===== src/rtl/pwr_seq_pkg.sv =====
package pwr_seq_pkg;

    typedef enum logic [4:0] {
        S_IDLE,
        S_PD_ISO,
        S_PD_ISO_CHK,
        S_PD_SW,
        S_PD_SW_CHK,
        S_PD_RDY,
        S_PD_RST,
        S_PD_RST_CHK,
        S_BOOT_NEXT,
        S_PU_FING,
        S_PU_FING_WAIT,
        S_PU_SW,
        S_PU_WAIT,
        S_PU_RDY,
        S_PU_RDY_CHK,
        S_PU_ISO,
        S_PU_ISO_CHK,
        S_PU_RST,
        S_PU_RST_CHK,
        S_FIN_OK,
        S_FIN_ERR
    } seq_state_e;

endpackage


===== src/rtl/pwr_seq_tick.sv =====
// Cycle counter that flags its terminal sample; cleared whenever run is low.
module pwr_seq_tick #(
    parameter int LIMIT = 2000
) (
    input  logic clk,
    input  logic rst_n,
    input  logic run,
    output logic last
);
    localparam int CW = $clog2(LIMIT + 1);

    logic [CW-1:0] cnt_q;

    always_ff @(posedge clk or negedge rst_n) begin
        if (!rst_n) begin
            cnt_q <= '0;
        end else if (!run) begin
            cnt_q <= '0;
        end else if (!last) begin
            cnt_q <= cnt_q + 1'b1;
        end
    end

    assign last = run && (cnt_q == CW'(LIMIT - 1));

endmodule


===== src/rtl/pwr_seq_boot.sv =====
// Picks the next core of the early-boot batch.
module pwr_seq_boot #(
    parameter int NUM_CORES         = 4,
    parameter int CORES_PER_CLUSTER = 2,
    parameter int IW                = 2
) (
    input  logic [IW-1:0] cur_idx,
    input  logic          single_cluster,
    output logic [IW-1:0] nxt_idx,
    output logic          has_more
);
    logic [IW:0] sum;
    logic [IW:0] limit;

    always_comb begin
        sum      = {1'b0, cur_idx} + 1'b1;
        limit    = single_cluster ? (IW+1)'(CORES_PER_CLUSTER) : (IW+1)'(NUM_CORES);
        nxt_idx  = sum[IW-1:0];
        has_more = (sum < limit);
    end

endmodule


===== src/rtl/core_pwr_seq.sv =====
module core_pwr_seq
    import pwr_seq_pkg::*;
#(
    parameter int       NUM_CLUSTERS      = 2,
    parameter int       CORES_PER_CLUSTER = 2,
    parameter int       POLL_LIMIT        = 2000,
    parameter int       CLK_MHZ           = 50,
    parameter int       SETTLE_US         = 100,
    parameter bit       FINGER_STEP       = 1'b1,
    parameter bit [7:0] FINGER_CODE       = 8'hFC,
    localparam int      NUM_CORES         = NUM_CLUSTERS * CORES_PER_CLUSTER,
    localparam int      CLW               = (NUM_CLUSTERS > 1) ? $clog2(NUM_CLUSTERS) : 1,
    localparam int      LW                = (CORES_PER_CLUSTER > 1) ? $clog2(CORES_PER_CLUSTER) : 1
) (
    input  logic                 clk,
    input  logic                 rst_n,
    input  logic                 req_valid,
    input  logic                 req_on,
    input  logic [CLW-1:0]       req_cluster,
    input  logic [LW-1:0]        req_local,
    input  logic                 boot_req,
    input  logic                 cluster_off,
    input  logic [NUM_CORES-1:0] iso_ack,
    input  logic [NUM_CORES-1:0] sw_ack,
    input  logic [NUM_CORES-1:0] rdy_ack,
    input  logic [NUM_CORES-1:0] rst_ack,
    output logic                 busy,
    output logic                 done,
    output logic                 err,
    output logic [NUM_CORES-1:0] iso_en,
    output logic [NUM_CORES-1:0] sw_req,
    output logic [NUM_CORES-1:0] pwr_rdy,
    output logic [NUM_CORES-1:0] rst_rel,
    output logic [7:0]           finger_field
);
    localparam int IW         = $clog2(NUM_CORES);
    localparam int SETTLE_CYC = CLK_MHZ * SETTLE_US;

    seq_state_e state_q, state_d;

    logic [IW-1:0] tgt_q;
    logic          boot_q;
    logic          single_q;
    logic [IW-1:0] req_idx;
    logic [IW-1:0] boot_nxt;
    logic          boot_more;
    logic          poll_run, poll_last;
    logic          wait_run, wait_last;
    logic          a_iso, a_sw, a_rdy, a_rst;

    always_comb begin
        req_idx = IW'(req_cluster) * IW'(CORES_PER_CLUSTER) + IW'(req_local);
    end

    assign a_iso = iso_ack[tgt_q];
    assign a_sw  = sw_ack[tgt_q];
    assign a_rdy = rdy_ack[tgt_q];
    assign a_rst = rst_ack[tgt_q];

    assign poll_run = (state_q == S_PD_ISO_CHK) || (state_q == S_PD_SW_CHK) ||
                      (state_q == S_PD_RST_CHK) || (state_q == S_PU_RDY_CHK) ||
                      (state_q == S_PU_ISO_CHK) || (state_q == S_PU_RST_CHK);
    assign wait_run = (state_q == S_PU_FING_WAIT) || (state_q == S_PU_WAIT);

    pwr_seq_tick #(.LIMIT(POLL_LIMIT)) u_poll (
        .clk  (clk),
        .rst_n(rst_n),
        .run  (poll_run),
        .last (poll_last)
    );

    pwr_seq_tick #(.LIMIT(SETTLE_CYC)) u_settle (
        .clk  (clk),
        .rst_n(rst_n),
        .run  (wait_run),
        .last (wait_last)
    );

    pwr_seq_boot #(
        .NUM_CORES        (NUM_CORES),
        .CORES_PER_CLUSTER(CORES_PER_CLUSTER),
        .IW               (IW)
    ) u_boot (
        .cur_idx       (tgt_q),
        .single_cluster(single_q),
        .nxt_idx       (boot_nxt),
        .has_more      (boot_more)
    );

    // Next-state logic
    always_comb begin
        state_d = state_q;
        unique case (state_q)
            S_IDLE: begin
                if (boot_req) begin
                    state_d = S_PD_ISO;
                end else if (req_valid) begin
                    if (!req_on)          state_d = S_PD_ISO;
                    else if (FINGER_STEP) state_d = S_PU_FING;
                    else                  state_d = S_PU_SW;
                end
            end
            S_PD_ISO:     state_d = S_PD_ISO_CHK;
            S_PD_ISO_CHK: if (a_iso || poll_last) state_d = S_PD_SW;
            S_PD_SW:      state_d = S_PD_SW_CHK;
            S_PD_SW_CHK: begin
                if (!a_sw)          state_d = S_PD_RDY;
                else if (poll_last) state_d = S_FIN_ERR;
            end
            S_PD_RDY:     state_d = S_PD_RST;
            S_PD_RST:     state_d = S_PD_RST_CHK;
            S_PD_RST_CHK: begin
                if (!a_rst)         state_d = boot_q ? S_BOOT_NEXT : S_FIN_OK;
                else if (poll_last) state_d = S_FIN_ERR;
            end
            S_BOOT_NEXT:    state_d = boot_more ? S_PD_ISO : S_FIN_OK;
            S_PU_FING:      state_d = S_PU_FING_WAIT;
            S_PU_FING_WAIT: if (wait_last) state_d = S_PU_SW;
            S_PU_SW:        state_d = S_PU_WAIT;
            S_PU_WAIT:      if (wait_last) state_d = S_PU_RDY;
            S_PU_RDY:       state_d = S_PU_RDY_CHK;
            S_PU_RDY_CHK: begin
                if (a_rdy)          state_d = S_PU_ISO;
                else if (poll_last) state_d = S_FIN_ERR;
            end
            S_PU_ISO:     state_d = S_PU_ISO_CHK;
            S_PU_ISO_CHK: if (!a_iso || poll_last) state_d = S_PU_RST;
            S_PU_RST:     state_d = S_PU_RST_CHK;
            S_PU_RST_CHK: begin
                if (a_rst)          state_d = S_FIN_OK;
                else if (poll_last) state_d = S_FIN_ERR;
            end
            S_FIN_OK:  state_d = S_IDLE;
            S_FIN_ERR: state_d = S_IDLE;
            default:   state_d = S_IDLE;
        endcase
    end

    // State register
    always_ff @(posedge clk or negedge rst_n) begin
        if (!rst_n) state_q <= S_IDLE;
        else        state_q <= state_d;
    end

    // Output and context registers
    always_ff @(posedge clk or negedge rst_n) begin
        if (!rst_n) begin
            tgt_q    <= '0;
            boot_q   <= 1'b0;
            single_q <= 1'b0;
            iso_en   <= '0;
            sw_req   <= '1;
            pwr_rdy  <= '1;
            rst_rel  <= '1;
        end else begin
            unique case (state_q)
                S_IDLE: begin
                    if (boot_req) begin
                        tgt_q    <= IW'(1);
                        boot_q   <= 1'b1;
                        single_q <= cluster_off;
                    end else if (req_valid) begin
                        tgt_q  <= req_idx;
                        boot_q <= 1'b0;
                    end
                end
                S_PD_ISO:    iso_en[tgt_q]  <= 1'b1;
                S_PD_SW:     sw_req[tgt_q]  <= 1'b0;
                S_PD_RDY:    pwr_rdy[tgt_q] <= 1'b0;
                S_PD_RST:    rst_rel[tgt_q] <= 1'b0;
                S_BOOT_NEXT: if (boot_more) tgt_q <= boot_nxt;
                S_PU_SW:     sw_req[tgt_q]  <= 1'b1;
                S_PU_RDY:    pwr_rdy[tgt_q] <= 1'b1;
                S_PU_ISO:    iso_en[tgt_q]  <= 1'b0;
                S_PU_RST:    rst_rel[tgt_q] <= 1'b1;
                default: ;
            endcase
        end
    end

    generate
        if (FINGER_STEP) begin : g_finger
            logic [7:0] fing_q;
            always_ff @(posedge clk or negedge rst_n) begin
                if (!rst_n)                  fing_q <= 8'h00;
                else if (state_q == S_PU_FING) fing_q <= FINGER_CODE;
            end
            assign finger_field = fing_q;
        end else begin : g_no_finger
            assign finger_field = 8'h00;
        end
    endgenerate

    assign busy = (state_q != S_IDLE);
    assign done = (state_q == S_FIN_OK);
    assign err  = (state_q == S_FIN_ERR);

endmodule


===== config.mk =====
export PLATFORM = sky130hd
export DESIGN_NAME = core_pwr_seq
export DESIGN_NICKNAME = d
export VERILOG_FILES = /design/src/rtl/pwr_seq_pkg.sv /design/src/rtl/pwr_seq_tick.sv /design/src/rtl/pwr_seq_boot.sv /design/src/rtl/core_pwr_seq.sv
export SDC_FILE = /design/constraint.sdc
export NUM_CORES = 1
export LEC_CHECK = 0
export ABC_AREA = 1
export BUFFER_PORTS_ARGS = -buffer_cell sky130_fd_sc_hd__buf_2
export CORE_UTILIZATION = 30
export DETAILED_ROUTE_END_ITERATION = 12
export PLACE_DENSITY_LB_ADDON = 0.05
export REMOVE_ABC_BUFFERS = 1
export SLEW_MARGIN = 20
export SYNTH_ARGS = -nofsm -noshare
export SYNTH_HDL_FRONTEND = slang
export SYNTH_SLANG_ARGS = --single-unit

===== constraint.sdc =====
create_clock -name clk -period 1.43 [get_ports clk]
set_input_delay 0.0715 -clock clk [delete_from_list [all_inputs] [get_ports clk]]
set_output_delay 0.0715 -clock clk [all_outputs]
set_load 0.005 [all_outputs]

==> impl.org <==
** Outcome
- The flow ran to the end, but the final reports show violations.
- The final reports fail on setup timing.

** Clocking
- Buffer type at the clock tree root :: sky130_fd_sc_hd__clkbuf_8
- Counting the buffers created by CTS gives 5.
- After clock tree synthesis, the clock-pin slew on the worst setup and hold paths is roughly 100 ps.
- For this design, the sink count on the clock tree is 50.
- CTS tree :: built
- The clock tree synthesis step divided the H-tree into 2 levels.
- Clock latency on the worst-skew pair :: ~310 ps
- Worst-case clock buffer depth :: 2

** STA
- Max Transition Viols Final :: 0
- In the finished design, the share of the clock period the worst path needs comes to 110%.
- Shortest clock period the worst path allows after layout :: roughly 1600 ps
- Final setup TNS :: -2300 ps
- Setup repair after global routing could not meet its margin everywhere.
- Across all setup checks in the final design, the least slack found is -141 ps.
- The final hold violation count was 0.
- Maximum clock skew at final layout :: about 8.2 ps
- Fmax :: between 0.6 and 0.7 GHz
- Setup-violating endpoint count in the final report :: 40

** Detailed routing
- DRC violation total after the first TritonRoute iteration :: between 100 and 150
- Routed via count divided by cell count :: approximately 4.6
- After detailed routing, the average wire length per cell comes to 12.9 µm.
- Vias after detailed routing :: between 3000 and 4000
- Count of TritonRoute iterations in the first routing pass :: 4
- Final wirelength :: 9.17 mm
- In this run the remaining antenna-violating nets after routing total 0.
- For this run, design rule violations remaining after detail routing come to 0.

** GRT
- The via count of the first global-routing pass was 3220.
- Global routing finished with a remaining overflow of 0.
- Antenna violations before repair :: 0
- Maximum number of pins on one net before global-route repair :: slightly above 50
- First-pass GRT wire length :: ~15 mm
- In the global route stage, overall resource usage came out at between 15 and 20%.

** Synthesis
- Number of enable flip-flop cells after synthesis :: 0
- Synth async-reset ratio :: 100%
- Largest family of logic cells by synthesized area :: simple AND/OR/NAND/NOR gates
- For this run, the leading register cell type out of synthesis is sky130_fd_sc_hd__dfrtp_1.
- Cell types occupying the most area after synthesis :: sky130_fd_sc_hd__dfrtp_1, sky130_fd_sc_hd__nand2_1, sky130_fd_sc_hd__dfstp_2, sky130_fd_sc_hd__nor2_1, sky130_fd_sc_hd__nand3_1
- The portion of synthesized area spent on multiplexers is less than 1%.
- Combined area of all synthesized cells :: about 3100 µm²
- Part of the Yosys area used for sequential elements :: around two fifths
- Yosys warnings :: 0
- Count of unique library cells instantiated by Yosys :: 40
- After Yosys synthesis, and, or, nand and nor cells account for between 30% and 40% of the synthesized area.
- After synthesis, the largest area contributor takes up 31.0% of total cell area.
- The synthesized netlist devotes less than 1% of its cell area to XOR and XNOR gates.
- Cell accounting for the most synthesized area :: sky130_fd_sc_hd__dfrtp_1
- Synthesis produced ~420 cells.
- Adder-cell area share of the yosys netlist :: between 2 and 3%
- Average footprint of a synthesized cell :: around 7.4 µm²
- In this run, synthesis produced a sequential element count of 50.
- Share of the synthesized area in compound gates (AO/OA/AOI/OAI) :: ~13%

** Placement
- Once placement finished, the instance area stood at approximately 4000 µm².
- Setup slack after placement :: -189 ps
- Port buffering added between 40 and 50 buffers.
- The congestion estimate from routability-driven global placement came to approximately 0.86.
- The HPWL after detailed placement is approximately 6.4 mm.

** Final layout
- The number of antenna diodes in the final layout is 0.
- Commonest non-fill, non-tap cell in the layout :: sky130_fd_sc_hd__nand2_1
- Commonest cells after routing, fill and taps aside :: sky130_fd_sc_hd__nand2_1, sky130_fd_sc_hd__buf_4, sky130_fd_sc_hd__buf_2
- Net total in the final layout :: 606
- Final non-filler cell area :: roughly 5000 µm²
- Measured on the finished design, the core utilization comes to between 50% and 60%.
- The post-route netlist has between 50% and 60% of its cells at a drive strength greater than 1.
- Synthesis-to-finish area growth :: 63.2%

** Floorplan
- Horizontal extent of the die :: between 100 and 150 µm
- Starting density of the core :: between 30 and 40%
- Core region area :: around 9900 µm²
- The die is roughly 100 µm tall.
- Die Area :: roughly 11000 µm²
- Ports :: just over 50
- The floorplan has 36 rows.

** Worst setup path
- The worst setup path is captured at an output pin.
- At the worst endpoint, the arrival time is roughly 1500 ps.
- Crit path max fanout :: 4
- Kind of launch point of the worst setup path :: flip-flop
- The critical path in this run is classified as flip-flop to output pin.
- Endpoint required time on the critical path :: 1360 ps

** Power and ir drop
- Power per unit of standard cell area :: around 1700 nW/µm²
- Leakage power summed over all cells :: 2.40 nW
- Across the VDD grid, the largest voltage drop is between 900 and 1000 µV.

** Min path
- The worst hold path belongs to the class primary input to flip-flop.

** Job
- Number of maximum-capacitance constraint violations :: 0
-- worst max-delay path: stages (launching register included) --
cell and delay, ps:
sky130_fd_sc_hd__dfrtp_2 470, sky130_fd_sc_hd__inv_4 100, sky130_fd_sc_hd__nand2_4 70, sky130_fd_sc_hd__nor3_4 190, sky130_fd_sc_hd__buf_6 130, sky130_fd_sc_hd__inv_4 30, sky130_fd_sc_hd__buf_6 100, sky130_fd_sc_hd__buf_6 100
-- cells by family (layout without fill, tap and decap cells) --
kind of cell    after synthesis  count (layout)
xor+xnor                      1               1
other cells                   1               2
buf+inv                      59             217
mux                           1               1
compound gates               68              68
simple gates                230             230
flops                        50              50
fa+ha+maj                     7               7
-- report_power, final --
group,switching (W),leakage [nW],internal [W],total [W]
combinational,0.00280,1.72,0.00274,0.00554
sequential,0.000281,0.621,0.00179,0.00207
clock,0.000507,0.0557,0.000525,0.00103
total,0.00359,2.40,0.00506,0.00865
-- final cells by class --
class | instances | area (µm²)
clock buffer | 6 | 72.6
clock inverter | 2 | 36.3
fill | 949 | 4850
inverter | 48 | 200
multi-input combinational | 309 | 2010
sequential | 50 | 1270
tap | 133 | 166
timing repair buffer | 161 | 1260
-- layer usage --
layer / track usage [%] / up-vias / routed length [µm]
met5: 0 / - / 0
met4: 3.90 / 0 / 129
met1: 24.4 / 1533 / 4210
met3: 2.64 / 10 / 325
li1: - / 1684 / -
met2: 31.6 / 58 / 4500
-- synthesized netlist by cell type, types with 4 or more instances --
cell type,n
sky130_fd_sc_hd__nand2_2,4
sky130_fd_sc_hd__nand2_1,110
sky130_fd_sc_hd__inv_1,36
sky130_fd_sc_hd__buf_4,7
sky130_fd_sc_hd__nor2_1,45
sky130_fd_sc_hd__dfstp_2,12
sky130_fd_sc_hd__nor2_2,5
sky130_fd_sc_hd__nand3_1,33
sky130_fd_sc_hd__dfrtp_1,38
sky130_fd_sc_hd__o21ai_0,24
sky130_fd_sc_hd__a31oi_1,7
sky130_fd_sc_hd__ha_1,7
sky130_fd_sc_hd__inv_2,10
sky130_fd_sc_hd__nor3_1,15
sky130_fd_sc_hd__o21ai_1,6
sky130_fd_sc_hd__a21oi_1,21
-- metrics by stage --
stage                     hold slack [ps]  cells  power, W
final                                62.7    709   0.00865
after global routing                 75.2    709   0.00929
after CTS                            40.5    700   0.00786
after detailed placement             93.3    668   0.00564
after global placement               92.3    668   0.00564
after floorplan                      -224    407   0.00386
-- path summary, 6_finish.rpt --
kind / depth (start not counted) / slack [ps] / startpoint / to
setup / recovery: 7 / -140 / state_q[3] / busy
max in group asynchronous: 3 / 850 / rst_n / async pin
hold reg to reg: 2 / 470 / flip-flop / flip-flop
min in group asynchronous: 3 / 300 / rst_n / async pin
setup reg to reg: 9 / -110 / state_q[2] / state_q[1]
hold / removal: 4 / 60 / req_valid / boot_q
-- timing repair --
| action | 4_1_cts | 5_1_grt |
|---|---|---|
| hold buffers | 2 | 0 |
| setup buffers | 23 | 10 |
| pin swaps | 23 | 36 |
| endpoints found under the setup margin | 47 | 52 |
| gates resized for setup | 81 | 87 |
| hold endpoints to repair | 39 | 0 |
| gates cloned | 0 | 1 |
(Power assumes the default switching activity.)
